$ cat config.mk
export PLATFORM = sky130hd
export DESIGN_NAME = fetch_sequencer
export DESIGN_NICKNAME = d
export VERILOG_FILES = /design/src/rtl/fseq_pkg.sv /design/src/rtl/fseq_ctrl.sv /design/src/rtl/fseq_dpath.sv /design/src/rtl/fetch_sequencer.sv
export SDC_FILE = /design/constraint.sdc
export NUM_CORES = 1
export LEC_CHECK = 0
export BUFFER_PORTS_ARGS = -buffer_cell sky130_fd_sc_hd__buf_2
export CAP_MARGIN = 15
export CORE_ASPECT_RATIO = 0.9
export CORE_UTILIZATION = 30
export CTS_CLUSTER_DIAMETER = 200
export CTS_CLUSTER_SIZE = 12
export DETAILED_ROUTE_END_ITERATION = 8
export GPL_ROUTABILITY_DRIVEN = 1
export PLACE_DENSITY = 0.56
export SLEW_MARGIN = 15
export SYNTH_ARGS = -nofsm -noshare
export SYNTH_HDL_FRONTEND = slang
export SYNTH_SLANG_ARGS = --single-unit
$ cat constraint.sdc
create_clock -name clk -period 3.5 [get_ports clk]
set_input_delay 0.7 -clock clk [delete_from_list [all_inputs] [get_ports clk]]
set_output_delay 0.7 -clock clk [all_outputs]
set_load 0.01 [all_outputs]
$ cat src/rtl/fseq_pkg.sv
package fseq_pkg;

  // Strobes passed from the fetch control to the fetch datapath each cycle.
  typedef struct packed {
    logic advance;   // take a new word, step or redirect the pc
    logic redirect;  // load the redirect address instead of pc + step
    logic markSlot;  // the word captured now is a delay-slot word
    logic zeroWord;  // capture the all-zero no-op instead of memory data
  } fseq_strobe_t;

endpackage

$ cat src/rtl/fseq_ctrl.sv
module fseq_ctrl
  import fseq_pkg::*;
#(
  parameter int ADDR_W = 32
) (
  input  logic              clk,
  input  logic              rstN,
  input  logic              stallIn,
  input  logic              injectNop,
  input  logic              decBranch,
  input  logic              decTaken,
  input  logic [ADDR_W-1:0] decTarget,
  input  logic              fetchValid,
  input  logic              fetchSlot,
  output fseq_strobe_t      strobes,
  output logic [ADDR_W-1:0] redirectPc,
  output logic              branchInSlot
);

  logic              liveBranch;
  logic              liveTaken;
  logic              pendTaken;
  logic              pendSlot;
  logic [ADDR_W-1:0] pendTarget;

  // A report only counts when decode really holds a word.
  assign liveBranch = decBranch & fetchValid;
  assign liveTaken  = liveBranch & decTaken;

  always_comb begin
    strobes          = '0;
    strobes.advance  = ~stallIn;
    strobes.redirect = ~stallIn & (liveTaken | pendTaken);
    strobes.markSlot = liveBranch | pendSlot;
    strobes.zeroWord = injectNop;
  end

  assign redirectPc   = liveTaken ? decTarget : pendTarget;
  assign branchInSlot = liveBranch & fetchSlot;

  // Remember a redirect that shows up while the front end is frozen.
  always_ff @(posedge clk or negedge rstN) begin
    if (!rstN) begin
      pendTaken  <= 1'b0;
      pendSlot   <= 1'b0;
      pendTarget <= '0;
    end else if (stallIn) begin
      if (liveBranch) pendSlot <= 1'b1;
      if (liveTaken) begin
        pendTaken  <= 1'b1;
        pendTarget <= decTarget;
      end
    end else begin
      pendTaken <= 1'b0;
      pendSlot  <= 1'b0;
    end
  end

  // a held redirect never outlives an unstalled edge
  a_r7_pending_cleared : assert property (@(posedge clk) disable iff (!rstN)
    !stallIn |=> !pendTaken);

  // a taken report during a stall is still held on the next cycle
  a_r7_pending_kept : assert property (@(posedge clk) disable iff (!rstN)
    (stallIn && liveTaken) |=> pendTaken);

  // every redirect also tags its captured word as a slot
  a_r4_redirect_tags_slot : assert property (@(posedge clk) disable iff (!rstN)
    strobes.redirect |-> strobes.markSlot);

  // nothing redirects without a valid word in decode or a held redirect
  a_r10_no_redirect_invalid : assert property (@(posedge clk) disable iff (!rstN)
    (!fetchValid && !pendTaken) |-> !strobes.redirect);

endmodule

$ cat src/rtl/fseq_dpath.sv
module fseq_dpath
  import fseq_pkg::*;
#(
  parameter int                ADDR_W   = 32,
  parameter int                DATA_W   = 32,
  parameter int                PC_STEP  = 4,
  parameter logic [ADDR_W-1:0] RESET_PC = '0
) (
  input  logic              clk,
  input  logic              rstN,
  input  fseq_strobe_t      strobes,
  input  logic [ADDR_W-1:0] redirectPc,
  input  logic [DATA_W-1:0] imemData,
  output logic [ADDR_W-1:0] pcOut,
  output logic              outValid,
  output logic [DATA_W-1:0] outWord,
  output logic [ADDR_W-1:0] outPc,
  output logic              outSlot
);

  localparam logic [ADDR_W-1:0] STEP_V = ADDR_W'(PC_STEP);
  localparam logic [DATA_W-1:0] NOP_W  = '0;

  logic [ADDR_W-1:0] pcReg;
  logic [ADDR_W-1:0] pcNext;

  assign pcNext = strobes.redirect ? redirectPc : pcReg + STEP_V;

  always_ff @(posedge clk or negedge rstN) begin
    if (!rstN) begin
      pcReg    <= RESET_PC;
      outValid <= 1'b0;
      outWord  <= '0;
      outPc    <= '0;
      outSlot  <= 1'b0;
    end else if (strobes.advance) begin
      pcReg    <= pcNext;
      outValid <= 1'b1;
      outWord  <= strobes.zeroWord ? NOP_W : imemData;
      outPc    <= pcReg;
      outSlot  <= strobes.markSlot;
    end
  end

  assign pcOut = pcReg;

  // a frozen cycle leaves pc and fetch output untouched
  a_r3_stall_holds : assert property (@(posedge clk) disable iff (!rstN)
    !strobes.advance |=> ($stable(pcReg) && $stable(outWord) && $stable(outPc)));

  // a plain advance steps the pc
  a_r2_step : assert property (@(posedge clk) disable iff (!rstN)
    (strobes.advance && !strobes.redirect) |=> pcReg == $past(pcReg) + STEP_V);

  // the captured address is the one presented before the edge
  a_r2_pc_follows : assert property (@(posedge clk) disable iff (!rstN)
    strobes.advance |=> (outValid && outPc == $past(pcReg)));

  // an injected word is the all-zero no-op
  a_r8_nop_zero : assert property (@(posedge clk) disable iff (!rstN)
    (strobes.advance && strobes.zeroWord) |=> outWord == NOP_W);

endmodule

$ cat src/rtl/fetch_sequencer.sv
module fetch_sequencer
  import fseq_pkg::*;
#(
  parameter int                ADDR_W   = 32,
  parameter int                DATA_W   = 32,
  parameter int                PC_STEP  = 4,
  parameter logic [ADDR_W-1:0] RESET_PC = '0
) (
  input  logic              clk,
  input  logic              rstN,
  input  logic              stallIn,
  input  logic              injectNop,
  input  logic              decBranch,
  input  logic              decTaken,
  input  logic [ADDR_W-1:0] decTarget,
  output logic [ADDR_W-1:0] imemAddr,
  input  logic [DATA_W-1:0] imemData,
  output logic              fetchValid,
  output logic [DATA_W-1:0] fetchInstr,
  output logic [ADDR_W-1:0] fetchPc,
  output logic              fetchSlot,
  output logic              branchInSlot
);

  fseq_strobe_t      strobes;
  logic [ADDR_W-1:0] redirectPc;

  fseq_ctrl #(.ADDR_W(ADDR_W)) i_ctrl (
    .clk          (clk),
    .rstN         (rstN),
    .stallIn      (stallIn),
    .injectNop    (injectNop),
    .decBranch    (decBranch),
    .decTaken     (decTaken),
    .decTarget    (decTarget),
    .fetchValid   (fetchValid),
    .fetchSlot    (fetchSlot),
    .strobes      (strobes),
    .redirectPc   (redirectPc),
    .branchInSlot (branchInSlot)
  );

  fseq_dpath #(
    .ADDR_W   (ADDR_W),
    .DATA_W   (DATA_W),
    .PC_STEP  (PC_STEP),
    .RESET_PC (RESET_PC)
  ) i_dpath (
    .clk        (clk),
    .rstN       (rstN),
    .strobes    (strobes),
    .redirectPc (redirectPc),
    .imemData   (imemData),
    .pcOut      (imemAddr),
    .outValid   (fetchValid),
    .outWord    (fetchInstr),
    .outPc      (fetchPc),
    .outSlot    (fetchSlot)
  );

  // the slot-branch warning never fires on a non-slot word
  a_r9_warn_on_slot : assert property (@(posedge clk) disable iff (!rstN)
    branchInSlot |-> (fetchSlot && fetchValid));

endmodule

==> results.txt <==
----------------------------------------------------
[STA]
  Worst slew slack as a fraction of its limit ... 0.3662
  Final hold violation count ... 0
  Ratio of final minimum period to clock period ... 0.6575
  WHS ... 398.4 ps
  Clock tree skew after final layout ... 8.244 ps
  Final setup violating endpoints ... 0
  Setup TNS ... 0 ps
  Fin. max-slew vios ... 0
  Slew @ Worst Pin ... 950.7 ps
  Min Clock Period, post-route ... 2301 ps
  RSZ-0062 raised after global routing ... no
  Peak clock frequency supported by timing ... 434.5 MHz

[Drt]
  Number of violations reported at the end of detailed-routing iteration 0 ... 349
  Final wirelength ... 16000 um
  Average detailed-routed wire length per instance ... 16.93 um
  Via-to-Cell Ratio ... 5.116
  Routed Antenna Nets ... 0
  Final routed DRC violation total ... 0
  First-pass iteration count of the detailed router ... 5
  Via count ... 4835

[Power and ir drop]
  IR Drop Worst-Case VDD ... 0.3200 mV
  Clock power share ... 0.350
  Share of power burned in combinational logic ... 0.201
  Switching power total ... 1.396 mW
  Sw Ratio ... 0.3042
  Cell-internal power ... 3.192 mW
  Total power divided by cell area ... 605.3 nW/um^2
  Register share of total power ... 0.449
  Power after layout ... 4.588 mW
  Leakage Power ... 3.505 nW

[Clock tree]
  Hold buffers post-CTS ... 0
  TritonCTS clock tree ... built
  CTS-repair resized insts ... 0
  Post-CTS repair timing setup buffer count ... 0
  Clock Path Buffers ... 2
  Clock buffer count from CTS ... 17
  Clock latency at the later pin of the worst-skew pair ... 420 ps
  Cell at the root of the clock tree ... clkbuf_16
  CTS clk-pin slew, worst paths ... 60 ps
  Number of clock sinks ... 132
  Number of levels in the clock H-tree ... 4

[Final layout]
  Filler cells ... 1907
  Leading cell types in the layout, fill and taps excluded ... buf_2, dfrtp_1, mux2_2
  Leading cell type in the layout, fill and taps excluded ... buf_2
  Antenna diode count ... 0
  Final Cell Area ... 7580 um^2
  Area growth from synthesis to layout ... 27.91%
  Final Instance Count excl. Fillers ... 945
  Number of nets in the finished design ... 754
  Fraction of layout instances using a drive strength above 1 ... 0.3971

[Yosys]
  Post-Syn Area per Cell ... 11.33 um^2
  Post-Syn Nets ... 594
  Mapped cell area ... 5926 um^2
  Flops & latches, synth ... 132
  Most frequently used flop master after synthesis ... dfrtp_1
  Post-Syn Instances ... 523
  Seq/Total Area, Yosys ... 0.5574
  Total number of yosys warnings ... 0
  Number of unique standard cell types used by synthesis ... 49
  Number of enable-type register cells in the synthesized netlist ... 0
  Share of async-settable or async-resettable flops after synthesis ... 1.000

[Die]
  Number of placement rows ... 48
  Die ar. ... 20320 um^2
  Vertical die dimension ... 135.3 um
  Starting Density ... 0.3074
  # IOs ... 169
  DIE WIDTH ... 150.1 um
  Core outline area ... 19280 um^2

[Place]
  Post-DP HPWL ... 10750 um
  Post-placement cell count ... 914
  Final GP Congestion ... 0.7896
  Count of buffers inserted at the top-level ports ... 168
  Area post-placement ... 7041 um^2

[Global routing]
  First-pass GRT wire length ... 25940 um
  Maximum number of pins on one net before global-route repair ... 117
  Vias in the first global route ... 4895
  Grt total ovfl ... 0
  Initial antenna violation count ... 1
  Overall track demand over capacity in global routing ... 0.1672

[Setup path]
  CP Capture Type ... flip-flop
  CP Launch Point ... i_dpath.pcOut[2]$_DFFE_PN0N_
  Critical path arrival ... 2610 ps
  Maximum fanout count along the critical path ... 9
  Critical R2R Launch ... i_dpath.pcOut[2]$_DFFE_PN0N_
  Critical path class ... reg2reg
  Startpoint type of the worst setup path ... flip-flop
  Required @ worst endpoint ... 3800 ps

[Status]
  Outcome ... finished, final reports clean

[Flow run]
  MaxCap Viol Count ... 0

[Worst hold path]
  Hold Path Class ... in2async

----------------------------------------------------
==> synth_stat cells (8+ instances only) <==
cell	n	share of area
a21oi_1	37	0.031
a22o_1	31	0.046
a31oi_1	13	0.014
and3_1	11	0.012
clkbuf_1	32	0.020
dfrtp_1	132	0.56
inv_1	9	0.0057
mux2_2	58	0.11
nand2_1	31	0.020
nand3_1	19	0.016
nand4_1	8	0.0084
nor2_1	24	0.015
o21ai_0	28	0.024
o22a_1	9	0.013
==> cell type report <==
class	instances	area, um^2	share of cell area
Timing Repair Buffer	178	939.7	0.1240
Multi-Input combinational cell	345	2454	0.3237
Clock inverter	12	83.83	0.01106
Tap cell	250	312.8	0.04127
Inverter	9	33.78	0.004457
Sequential cell	132	3303	0.4358
Clock buffer	19	452.9	0.05976
==> routing by layer <==
metal  up-vias  part of all wire  global-route usage
li1       2262                 -                   -
met1      2369              0.44              0.2123
met2       188              0.47              0.2644
met3        14             0.084             0.06397
met4         2            0.0085             0.04658
met5         -           0.00081                   0
==> worst max-delay path, cell delays in order (launching register included) <==
cell,delay (ps)
dfrtp_1,470
ha_1,250
nand2_1,220
nor4_4,610
and3_1,320
a31oi_1,110
o22a_1,200
==> state kept, by name, summed over array words and instances (netlist names) <==
| register | cells |
|---|---|
| i_ctrl.pendSlot | 1 |
| i_ctrl.pendTaken | 1 |
| i_ctrl.pendTarget | 32 |
| i_dpath.outPc | 32 |
| i_dpath.outSlot | 1 |
| i_dpath.outValid | 1 |
| i_dpath.outWord | 32 |
| i_dpath.pcOut | 32 |
==> cells by family (layout without fill, tap and decap cells) <==
family | after synthesis | after routing | share of synthesized area
AOI/OAI and AO/OA | 149 | 149 | 0.1698
DFF | 132 | 132 | 0.5574
and+or+nand+nor | 130 | 130 | 0.1193
muxes | 65 | 65 | 0.1220
buffers and inverters | 46 | 218 | 0.02935
adders and majority gates | 1 | 1 | 0.002111
==> path summary, 6_finish.rpt <==
kind,end,slack [ps],depth (start not counted)
hold reg to reg,i_dpath.outPc[21]$_DFFE_PN0N_,480,2
setup / recovery,i_dpath.pcOut[24]$_DFFE_PN0N_,1200,6
max in group asynchronous,i_dpath.outWord[25]$_DFFE_PN0N_,2300,2
min in group clk,i_dpath.outPc[21]$_DFFE_PN0N_,480,2
setup reg to reg,i_dpath.pcOut[24]$_DFFE_PN0N_,1200,6
hold / removal,i_dpath.outPc[5]$_DFFE_PN0N_,400,1
==> power by group through the flow <==
stage,Clock [mW],Sequential [mW],Combinational [mW]
2_1_floorplan,0,2.12,0.454
3_3_place_gp,0,2.07,0.913
3_5_place_dp,0,2.09,0.937
4_1_cts,1.66,2.06,0.939
5_1_grt,1.74,2.11,1.02
6_report,1.61,2.06,0.922
==> through the flow <==
step                      utilization  setup slack [ps]
after global routing           0.3932              1060
final                          0.3932              1199
after CTS                      0.3930              1204
after global placement         0.3652              1170
after detailed placement       0.3652              1093
after floorplan                     -              1572
No activity file was read; power rests on OpenSTA's default activity.
